[src/rtl/pbw_pkg.sv]
package pbw_pkg;

   // classification of one accepted word, as seen by the byte-budget counter
   typedef enum logic [2:0] {
      EV_IDLE   = 3'd0,
      EV_START  = 3'd1,
      EV_SINGLE = 3'd2,
      EV_END    = 3'd3,
      EV_BODY   = 3'd4
   } pbw_ev_e;

   function automatic int unsigned pbw_cnt_width(input int unsigned budget,
                                                 input int unsigned bpw);
      return $clog2(budget + bpw + 1);
   endfunction

endpackage

[src/rtl/pbw_classify.sv]
module pbw_classify
   import pbw_pkg::*;
(
   input  logic    vld_i,
   input  logic    sop_i,
   input  logic    eop_i,
   input  logic    frame_i,
   input  logic    drop_q_i,
   output pbw_ev_e ev_o,
   output logic    resync_o,
   output logic    keep_o
);

   logic accept;

   // in discard mode only a framing word gets through
   assign accept   = vld_i & (~drop_q_i | frame_i);
   assign resync_o = vld_i & drop_q_i & frame_i;
   assign keep_o   = accept;

   always_comb begin
      if (!accept)              ev_o = EV_IDLE;
      else if (sop_i && eop_i)  ev_o = EV_SINGLE;
      else if (sop_i)           ev_o = EV_START;
      else if (eop_i)           ev_o = EV_END;
      else                      ev_o = EV_BODY;
   end

endmodule

[src/rtl/pbw_budget.sv]
module pbw_budget
   import pbw_pkg::*;
#(
   parameter int unsigned BYTES_PER_WORD = 4,
   parameter int unsigned BYTE_BUDGET    = 64
) (
   input  logic    clk,
   input  logic    rst_n,
   input  pbw_ev_e ev_i,
   output logic    expire_o
);

   localparam int unsigned CW = pbw_cnt_width(BYTE_BUDGET, BYTES_PER_WORD);
   localparam logic [CW-1:0] STEP  = CW'(BYTES_PER_WORD);
   localparam logic [CW-1:0] LIMIT = CW'(BYTE_BUDGET);

   logic          armed_q, armed_d;
   logic [CW-1:0] cnt_q, cnt_d, sum;

   assign sum      = cnt_q + STEP;
   assign expire_o = armed_q && (ev_i == EV_BODY) && (sum >= LIMIT);

   always_comb begin
      armed_d = armed_q;
      cnt_d   = cnt_q;
      unique case (ev_i)
         EV_START: begin
            armed_d = 1'b1;
            cnt_d   = '0;
         end
         EV_SINGLE, EV_END: begin
            armed_d = 1'b0;
            cnt_d   = '0;
         end
         EV_BODY: begin
            if (armed_q) begin
               if (expire_o) begin
                  armed_d = 1'b0;
                  cnt_d   = '0;
               end else begin
                  cnt_d = sum;
               end
            end
         end
         default: ;
      endcase
   end

   always_ff @(posedge clk) begin
      if (!rst_n) begin
         armed_q <= 1'b0;
         cnt_q   <= '0;
      end else begin
         armed_q <= armed_d;
         cnt_q   <= cnt_d;
      end
   end

endmodule

[src/rtl/pbw_drop.sv]
module pbw_drop (
   input  logic clk,
   input  logic rst_n,
   input  logic expire_i,
   input  logic resync_i,
   output logic drop_q_o
);

   always_ff @(posedge clk) begin
      if (!rst_n)        drop_q_o <= 1'b0;
      else if (expire_i) drop_q_o <= 1'b1;
      else if (resync_i) drop_q_o <= 1'b0;
   end

endmodule

[src/rtl/pkt_budget_watchdog.sv]
module pkt_budget_watchdog
   import pbw_pkg::*;
#(
   parameter int unsigned BYTES_PER_WORD = 4,
   parameter int unsigned BYTE_BUDGET    = 64,
   parameter bit          TRIG_REGISTERED = 1'b1
) (
   input  logic clk,
   input  logic rst_n,
   input  logic vld_i,
   input  logic sop_i,
   input  logic eop_i,
   input  logic frame_i,
   output logic trig_o,
   output logic drop_o,
   output logic keep_o
);

   if (BYTES_PER_WORD < 1) begin : g_bad_bpw
      $error("BYTES_PER_WORD must be at least 1");
   end
   if (BYTE_BUDGET < BYTES_PER_WORD) begin : g_bad_budget
      $error("BYTE_BUDGET must cover at least one word");
   end

   pbw_ev_e ev;
   logic    resync, expire, drop_q;

   pbw_classify u_cls (
      .vld_i    (vld_i),
      .sop_i    (sop_i),
      .eop_i    (eop_i),
      .frame_i  (frame_i),
      .drop_q_i (drop_q),
      .ev_o     (ev),
      .resync_o (resync),
      .keep_o   (keep_o)
   );

   pbw_budget #(
      .BYTES_PER_WORD (BYTES_PER_WORD),
      .BYTE_BUDGET    (BYTE_BUDGET)
   ) u_bud (
      .clk      (clk),
      .rst_n    (rst_n),
      .ev_i     (ev),
      .expire_o (expire)
   );

   pbw_drop u_drp (
      .clk      (clk),
      .rst_n    (rst_n),
      .expire_i (expire),
      .resync_i (resync),
      .drop_q_o (drop_q)
   );

   assign drop_o = drop_q;

   if (TRIG_REGISTERED) begin : g_trig_reg
      logic trig_q;
      always_ff @(posedge clk) begin
         if (!rst_n) trig_q <= 1'b0;
         else        trig_q <= expire;
      end
      assign trig_o = trig_q;
   end else begin : g_trig_comb
      assign trig_o = expire;
   end

endmodule

[config.mk]
export PLATFORM = sky130hd
export DESIGN_NAME = pkt_budget_watchdog
export DESIGN_NICKNAME = d
export VERILOG_FILES = /design/src/rtl/pbw_pkg.sv /design/src/rtl/pbw_classify.sv /design/src/rtl/pbw_budget.sv /design/src/rtl/pbw_drop.sv /design/src/rtl/pkt_budget_watchdog.sv
export SDC_FILE = /design/constraint.sdc
export NUM_CORES = 1
export LEC_CHECK = 0
export BUFFER_PORTS_ARGS = -buffer_cell sky130_fd_sc_hd__buf_2
export CORE_MARGIN = 5
export CORE_UTILIZATION = 26
export CTS_BUF_LIST = sky130_fd_sc_hd__clkbuf_8
export DETAILED_ROUTE_END_ITERATION = 6
export PLACE_DENSITY_LB_ADDON = 0.3
export SYNTH_ARGS = -nofsm -noshare
export SYNTH_HDL_FRONTEND = slang
export SYNTH_SLANG_ARGS = --single-unit
[constraint.sdc]
create_clock -name clk -period 1.8 [get_ports clk]
set_clock_uncertainty 0.05 [all_clocks]
set_input_delay 0.18 -clock clk [delete_from_list [all_inputs] [get_ports clk]]
set_output_delay 0.18 -clock clk [all_outputs]
set_load 0.01 [all_outputs]
==> impl_metrics.toml, run 1 <==
[run_status]
outcome = "finished, final reports clean"

[setup_path]
cp.required_ns = 1.90
startpoint_type = "flop"
reg2reg_to = "u_bud.cnt_q[4]"
crit_slowest_cell = "xor2_1"
crit_chain = "ha_1 -> nand3_1 -> xor2_1 -> o221ai_1 -> a21oi_1"
worstSetupPathType = "flop to flop"
crit_end = "u_bud.cnt_q[4]"
r2r_start = "u_bud.cnt_q[2]"
end_kind = "flop"
r2r_setup_slack_ns = 0.23
arrival_ns = 1.67
critPathLaunch = "u_bud.cnt_q[2]"
path_max_fanout = 4
reg2regPathDepth = 5
slowest_delay_ns = 0.34

[yosys]
synth_xor_xnor_area_share = 0.01847
synth_area_leaders = "dfxtp_1, ha_1, o31ai_1"
synthMuxAreaShare = 0.02111
yosysTopAreaCell = "dfxtp_1"
synth-simple-area-share = 0.2322
yosys_warnings = 0
synthAdderAreaFrac = 0.1055
syn_nets = 63
synthArstFlopShare = 0
synth_top_family_by_area = "simple AND/OR/NAND/NOR gates"
synth_edf_count = 0
avgSynthCellArea_um2 = 8.947
ys_seq_area_frac = 0.3377
postSynthCellCount = 53
yosysUniqueCellTypes = 24
synth_top_area_frac = 0.3377
yosys_most_used_dff = "dfxtp_1"
ys_seq_elements = 8
synth.cell_area_um2 = 474.2
synth_compound_area_frac = 0.2296

[hold_path]
hp-class = "input port to flop"
hold-path-cell-count = 2

[pwr]
p_comb_frac = 0.140
seqPwrFrac = 0.400
power_frac_clock = 0.460
worst_ir_drop_vdd_mv = 0.3701
leakage_uw = 0.0002538
p_switching_uw = 105.4
power-per-cell-area_nw_per_um2 = 771.2
switching_share = 0.2285
internal_power_uw = 355.8

[route]
wl_mm = 1.000
dr_total_vias = 423
drt-initial-drc-count = 6
routed_via_density = 4.700
firstDrtPassIters = 3
wl_per_cell_um = 11.11
ant_nets = 0
drc = 0

[global_route]
busiest_layer = "met2"
grt_pass1_wl_mm = 1.662
grt_antenna_before_repair = 0
gr-usage-met3 = 0.03419
groute.usage.overall = 0.08417
met1_usage = 0.09370
first_global_vias = 409
grt_max_degree = 13
grt_overflow = 0
use_met2 = 0.1322

[die]
start_util = 0.2746
io_pins = 9
design.die.area_um2 = 2778
num_rows = 15
coreArea_um2 = 1727
die_x_um = 52.71
die_h_um = 52.71

[job]
drv_cap = 0

[clock_tree]
tritoncts = "yes"
cts_max_level = 1
numClockSinks = 8
clockBufferDepth = 2
postCtsSetupRepairBufs = 0
cts_buffers = 3
root_buffer = "clkbuf_8"
insertion_delay_ns = 0.23
clk_transition_reported_paths_ns = 0.04

[sta]
max_slew.worst_pin.slew_ns = 0.3531
slew_viol_final = 0
grt_setup_unrepaired = "no"
hold_viol = 0
max_freq_mhz = 636.5
setup_slack_ns = 0.2288
fin_setup_tns_ns = 0
fin_crit_sh = 0.8729
fin_crit_ns = 1.571
hold_slack_ns = 0.1883
max-slew-margin-rel = 0.7599
finalSetupViolCount = 0

[placement]
dp_hpwl_um = 772.3
port-buffer-count = 8
place_ws_ns = -0.1120
placedInstanceArea_um2 = 553.0
gp_routability_congestion = 0.7505

[layout]
area_growth_pct = 26.12
drive_above_1_share = 0.2769
diodes = 0
final_util = 0.3464
multi_input_area_um2 = 291.5
fin_area_um2 = 598.1
num-fill-cells = 203
final_nets = 77
register_area_um2 = 160.2
## logic make-up (layout without fill, tap and decap cells)
kind of cell	Yosys count	in the layout
buffers and inverters	6	18
AND/OR/NAND/NOR	17	17
AO/OA/AOI/OAI	16	16
multiplexers	1	1
adder cells (fa/ha/maj)	4	4
flip-flops	8	8
XOR/XNOR	1	1
## cells in the mapped netlist (2+ instances only)
| cell | n |
|---|---|
| dfxtp_1 | 8 |
| inv_1 | 5 |
| a21oi_1 | 4 |
| ha_1 | 4 |
| o31ai_1 | 4 |
| a21boi_0 | 2 |
| and2_1 | 2 |
| nand2_1 | 2 |
| nand3_1 | 2 |
| nand4_1 | 2 |
| nor2_1 | 2 |
| o21ai_0 | 2 |
| or3_2 | 2 |
| or4_1 | 2 |
## power groups by stage
stage / clock network [uW] / logic (uW) / registers (uW)
after floorplan: 0 / 40.7 / 187
after global placement: 0 / 61.9 / 187
after detailed placement: 0 / 63.3 / 187
after CTS: 220 / 63.4 / 184
after global routing: 229 / 72.5 / 185
final: 212 / 64.6 / 185
## metrics by stage
stage | std cells | power (uW)
floorplan | 53 | 227.2
global placement | 87 | 249.1
detailed placement | 87 | 250.7
CTS | 90 | 467.8
global route | 90 | 486.0
finish | 90 | 461.2
## metal layers
metal	vias up	share of wire	routed length (um)
li1	221	-	-
met1	189	0.48	483
met2	11	0.45	452
met3	2	0.047	47
met4	0	0.017	17
met5	-	0	0
## placed cells by master, fill, tap and decap left out, drive strengths merged, types with 2 or more instances in the layout
cell and n:
a21boi 2, a21oi 4, and2 3, buf 10, clkbuf 3, dfxtp 8
ha 4, inv 5, nand2 2, nand3 2, nand4 2, nor2 2
o21ai 2, o31ai 4, or3 2, or4 2
## flip-flops by register name, summed over array words and instances, names as in the netlist
name            flops
u_bud.armed_q       1
trig_o              1
u_bud.cnt_q         5
u_drp.drop_q_o      1
## critical path, delay by kind of cell, from the launching register on
family / cells / cell delay [ns]
fa+ha+maj: 1 / 0.22
simple gates: 1 / 0.10
flops: 1 / 0.32
compound gates: 2 / 0.46
xor+xnor: 1 / 0.34
## worst min path at each step
| stage | from | endpoint | slack (ns) |
|---|---|---|---|
| finish | rst_n | u_drp.drop_q_o | 0.19 |
| global route | rst_n | u_drp.drop_q_o | 0.19 |
| CTS | rst_n | u_drp.drop_q_o | 0.19 |
| detailed placement | u_bud.cnt_q[6] | u_bud.cnt_q[6] | 0.42 |
| global placement | u_bud.cnt_q[6] | u_bud.cnt_q[6] | 0.42 |
| floorplan | rst_n | u_drp.drop_q_o | 0.25 |
## timing repair
item                       4_1_cts  5_1_grt
hold buffers                     0        0
gates resized for setup          0        1
setup endpoints to repair        0        1
## area by class of cell
cell class / count / area share
Clock buffer: 3 / 0.06904
Inverter: 5 / 0.03138
Sequential cell: 8 / 0.2678
Multi-Input combinational cell: 39 / 0.4874
Tap cell: 25 / 0.05230
Timing Repair Buffer: 10 / 0.09205
Power figures use the tool's default switching activity.
==> run 2: changes to the inputs <==
Settings changed: ABC_AREA set to 1.
==> impl_metrics.toml, run 2 <==
[run_status]
outcome = "finished, final reports clean"

[sta]
fin_crit_sh = 0.7667
finalSetupViolCount = 0
slew_viol_final = 0
hold_slack_ns = 0.1496
max-slew-margin-rel = 0.8779
max_freq_mhz = 724.6
max_slew.worst_pin.slew_ns = 0.1829
grt_setup_unrepaired = "no"
fin_crit_ns = 1.380
hold_viol = 0
fin_setup_tns_ns = 0

[die]
die_x_um = 54.91
design.die.area_um2 = 3015
start_util = 0.2700
num_rows = 16
coreArea_um2 = 1942
io_pins = 9
die_h_um = 54.91

[hold_path]
hold_path_startpoint = "rst_n"
hp-class = "input port to flop"

[layout]
final_nets = 98
area_growth_pct = 21.96
fin_area_um2 = 639.4
drive_above_1_share = 0.2674
largest_register_ff_count = 5
final_cell_mix = "inv_1, nand2_1, nand3_1"
top_register = "u_bud.cnt_q"
diodes = 0

[setup_path]
crit_slowest_cell = "dfxtp_1"
end_kind = "flop"
path_max_fanout = 5
worstSetupPathType = "flop to flop"
crit_chain = "ha_1 -> nand3_1 -> nand2_1 -> nand2_1 -> nand3_1 -> nand2_1 -> inv_2 -> nand2_1 -> nor2_2"
slowest_delay_ns = 0.40
arrival_ns = 1.50
r2r_start = "u_bud.cnt_q[2]"
cp.required_ns = 1.92
worst_path_most_repeated_cell = "nand2_1"
startpoint_type = "flop"
critPathLaunch = "u_bud.cnt_q[2]"
cp_num_buf_inv = 1
crit_family = "simple AND/OR/NAND/NOR gates"

[clock_tree]
insertion_delay_ns = 0.23
cts_buffers = 3
cts_hold_buf = 0
ctsResizeCount = 0
root_buffer = "clkbuf_8"
postCtsSetupRepairBufs = 0
cts_max_level = 1
clk_transition_reported_paths_ns = 0.04
numClockSinks = 8
clockBufferDepth = 2
tritoncts = "yes"

[job]
drv_cap = 0

[yosys]
synthTopCellsByCount = "inv_1, nand2_1, nand3_1"
yosys_warnings = 0
synthArstFlopShare = 0
synth_edf_count = 0
postSynthCellCount = 75
synth_area_leaders = "dfxtp_1, inv_1, nand2_1"
yosysUniqueCellTypes = 17
syn_nets = 85
ys_seq_elements = 8
yosys_most_used_dff = "dfxtp_1"
synth.cell_area_um2 = 524.3
avgSynthCellArea_um2 = 6.990
ys_seq_area_frac = 0.3055
synth_top_area_frac = 0.3055
yosysTopAreaCell = "dfxtp_1"

[global_route]
grt_max_degree = 7
first_global_vias = 420
grt_antenna_before_repair = 0
grt_overflow = 0
groute.usage.overall = 0.07306
grt_pass1_wl_mm = 1.587

[placement]
gp_routability_congestion = 0.7676
port-buffer-count = 8
dp_hpwl_um = 770.8
placedInstanceArea_um2 = 598.1

[route]
dr_total_vias = 467
firstDrtPassIters = 4
drc = 0
wl_um = 924
routed_via_density = 4.133
drt-initial-drc-count = 8
ant_nets = 0
wl_per_cell_um = 8.177

[pwr]
power-per-cell-area_nw_per_um2 = 724.7
leakage_uw = 0.0003148
worst_ir_drop_vdd_mv = 0.3896
-- run 2: path summary, 6_finish.rpt --
| kind | end | cells past startpoint | slack [ns] |
|---|---|---|---|
| worst min-delay path | u_bud.armed_q | 3 | 0.15 |
| worst max register to register | u_bud.cnt_q[5] | 9 | 0.42 |
| worst min register to register | u_bud.cnt_q[6] | 2 | 0.42 |
| worst max-delay path | u_bud.cnt_q[5] | 9 | 0.42 |
-- run 2: cell type report --
cell class | instances | area [um2]
clock buffer | 3 | 41.29
tap | 27 | 33.78
multi-input combinational | 51 | 304.0
inverter | 16 | 60.06
fill | 218 | 1303
sequential | 8 | 160.2
timing repair buffer | 8 | 40.04
-- run 2: stage by stage --
step | setup slack (ns) | utilization | total power (uW) | std cells
3_3_place_gp | 0.3303 | 0.3080 | 250.1 | 110
6_report | 0.4199 | 0.3293 | 463.4 | 113
2_1_floorplan | 0.5134 | - | 233.9 | 75
3_5_place_dp | 0.3091 | 0.3080 | 251.3 | 110
4_1_cts | 0.4116 | 0.3293 | 471.0 | 113
5_1_grt | 0.2484 | 0.3293 | 481.2 | 113
-- run 2: kinds of logic after synthesis --
family	synth area share
AND/OR/NAND/NOR	0.4296
buffers and inverters	0.1145
flip-flops	0.3055
AO/OA/AOI/OAI	0.05490
adder cells (fa/ha/maj)	0.09547
-- run 2: routing by layer --
metal / part of all wire / track usage
met5: 0 / 0
met4: 0.021 / 0.03644
met3: 0.043 / 0.02413
met2: 0.43 / 0.1240
met1: 0.51 / 0.08104
-- run 2: power breakdown --
group          internal [uW]  switching, uW  leakage, uW  total [uW]
sequential               181           2.42    0.0000646         183
clock                    145           70.9    0.0000216         216
combinational           23.7           40.7     0.000229        64.4
-- run 2: worst register-to-register path, delay by kind of cell (launching register included) --
kind	cells	cell delay [ns]
and+or+nand+nor	7	0.58
DFF	1	0.40
adders and majority gates	1	0.23
buffers and inverters	1	0.06
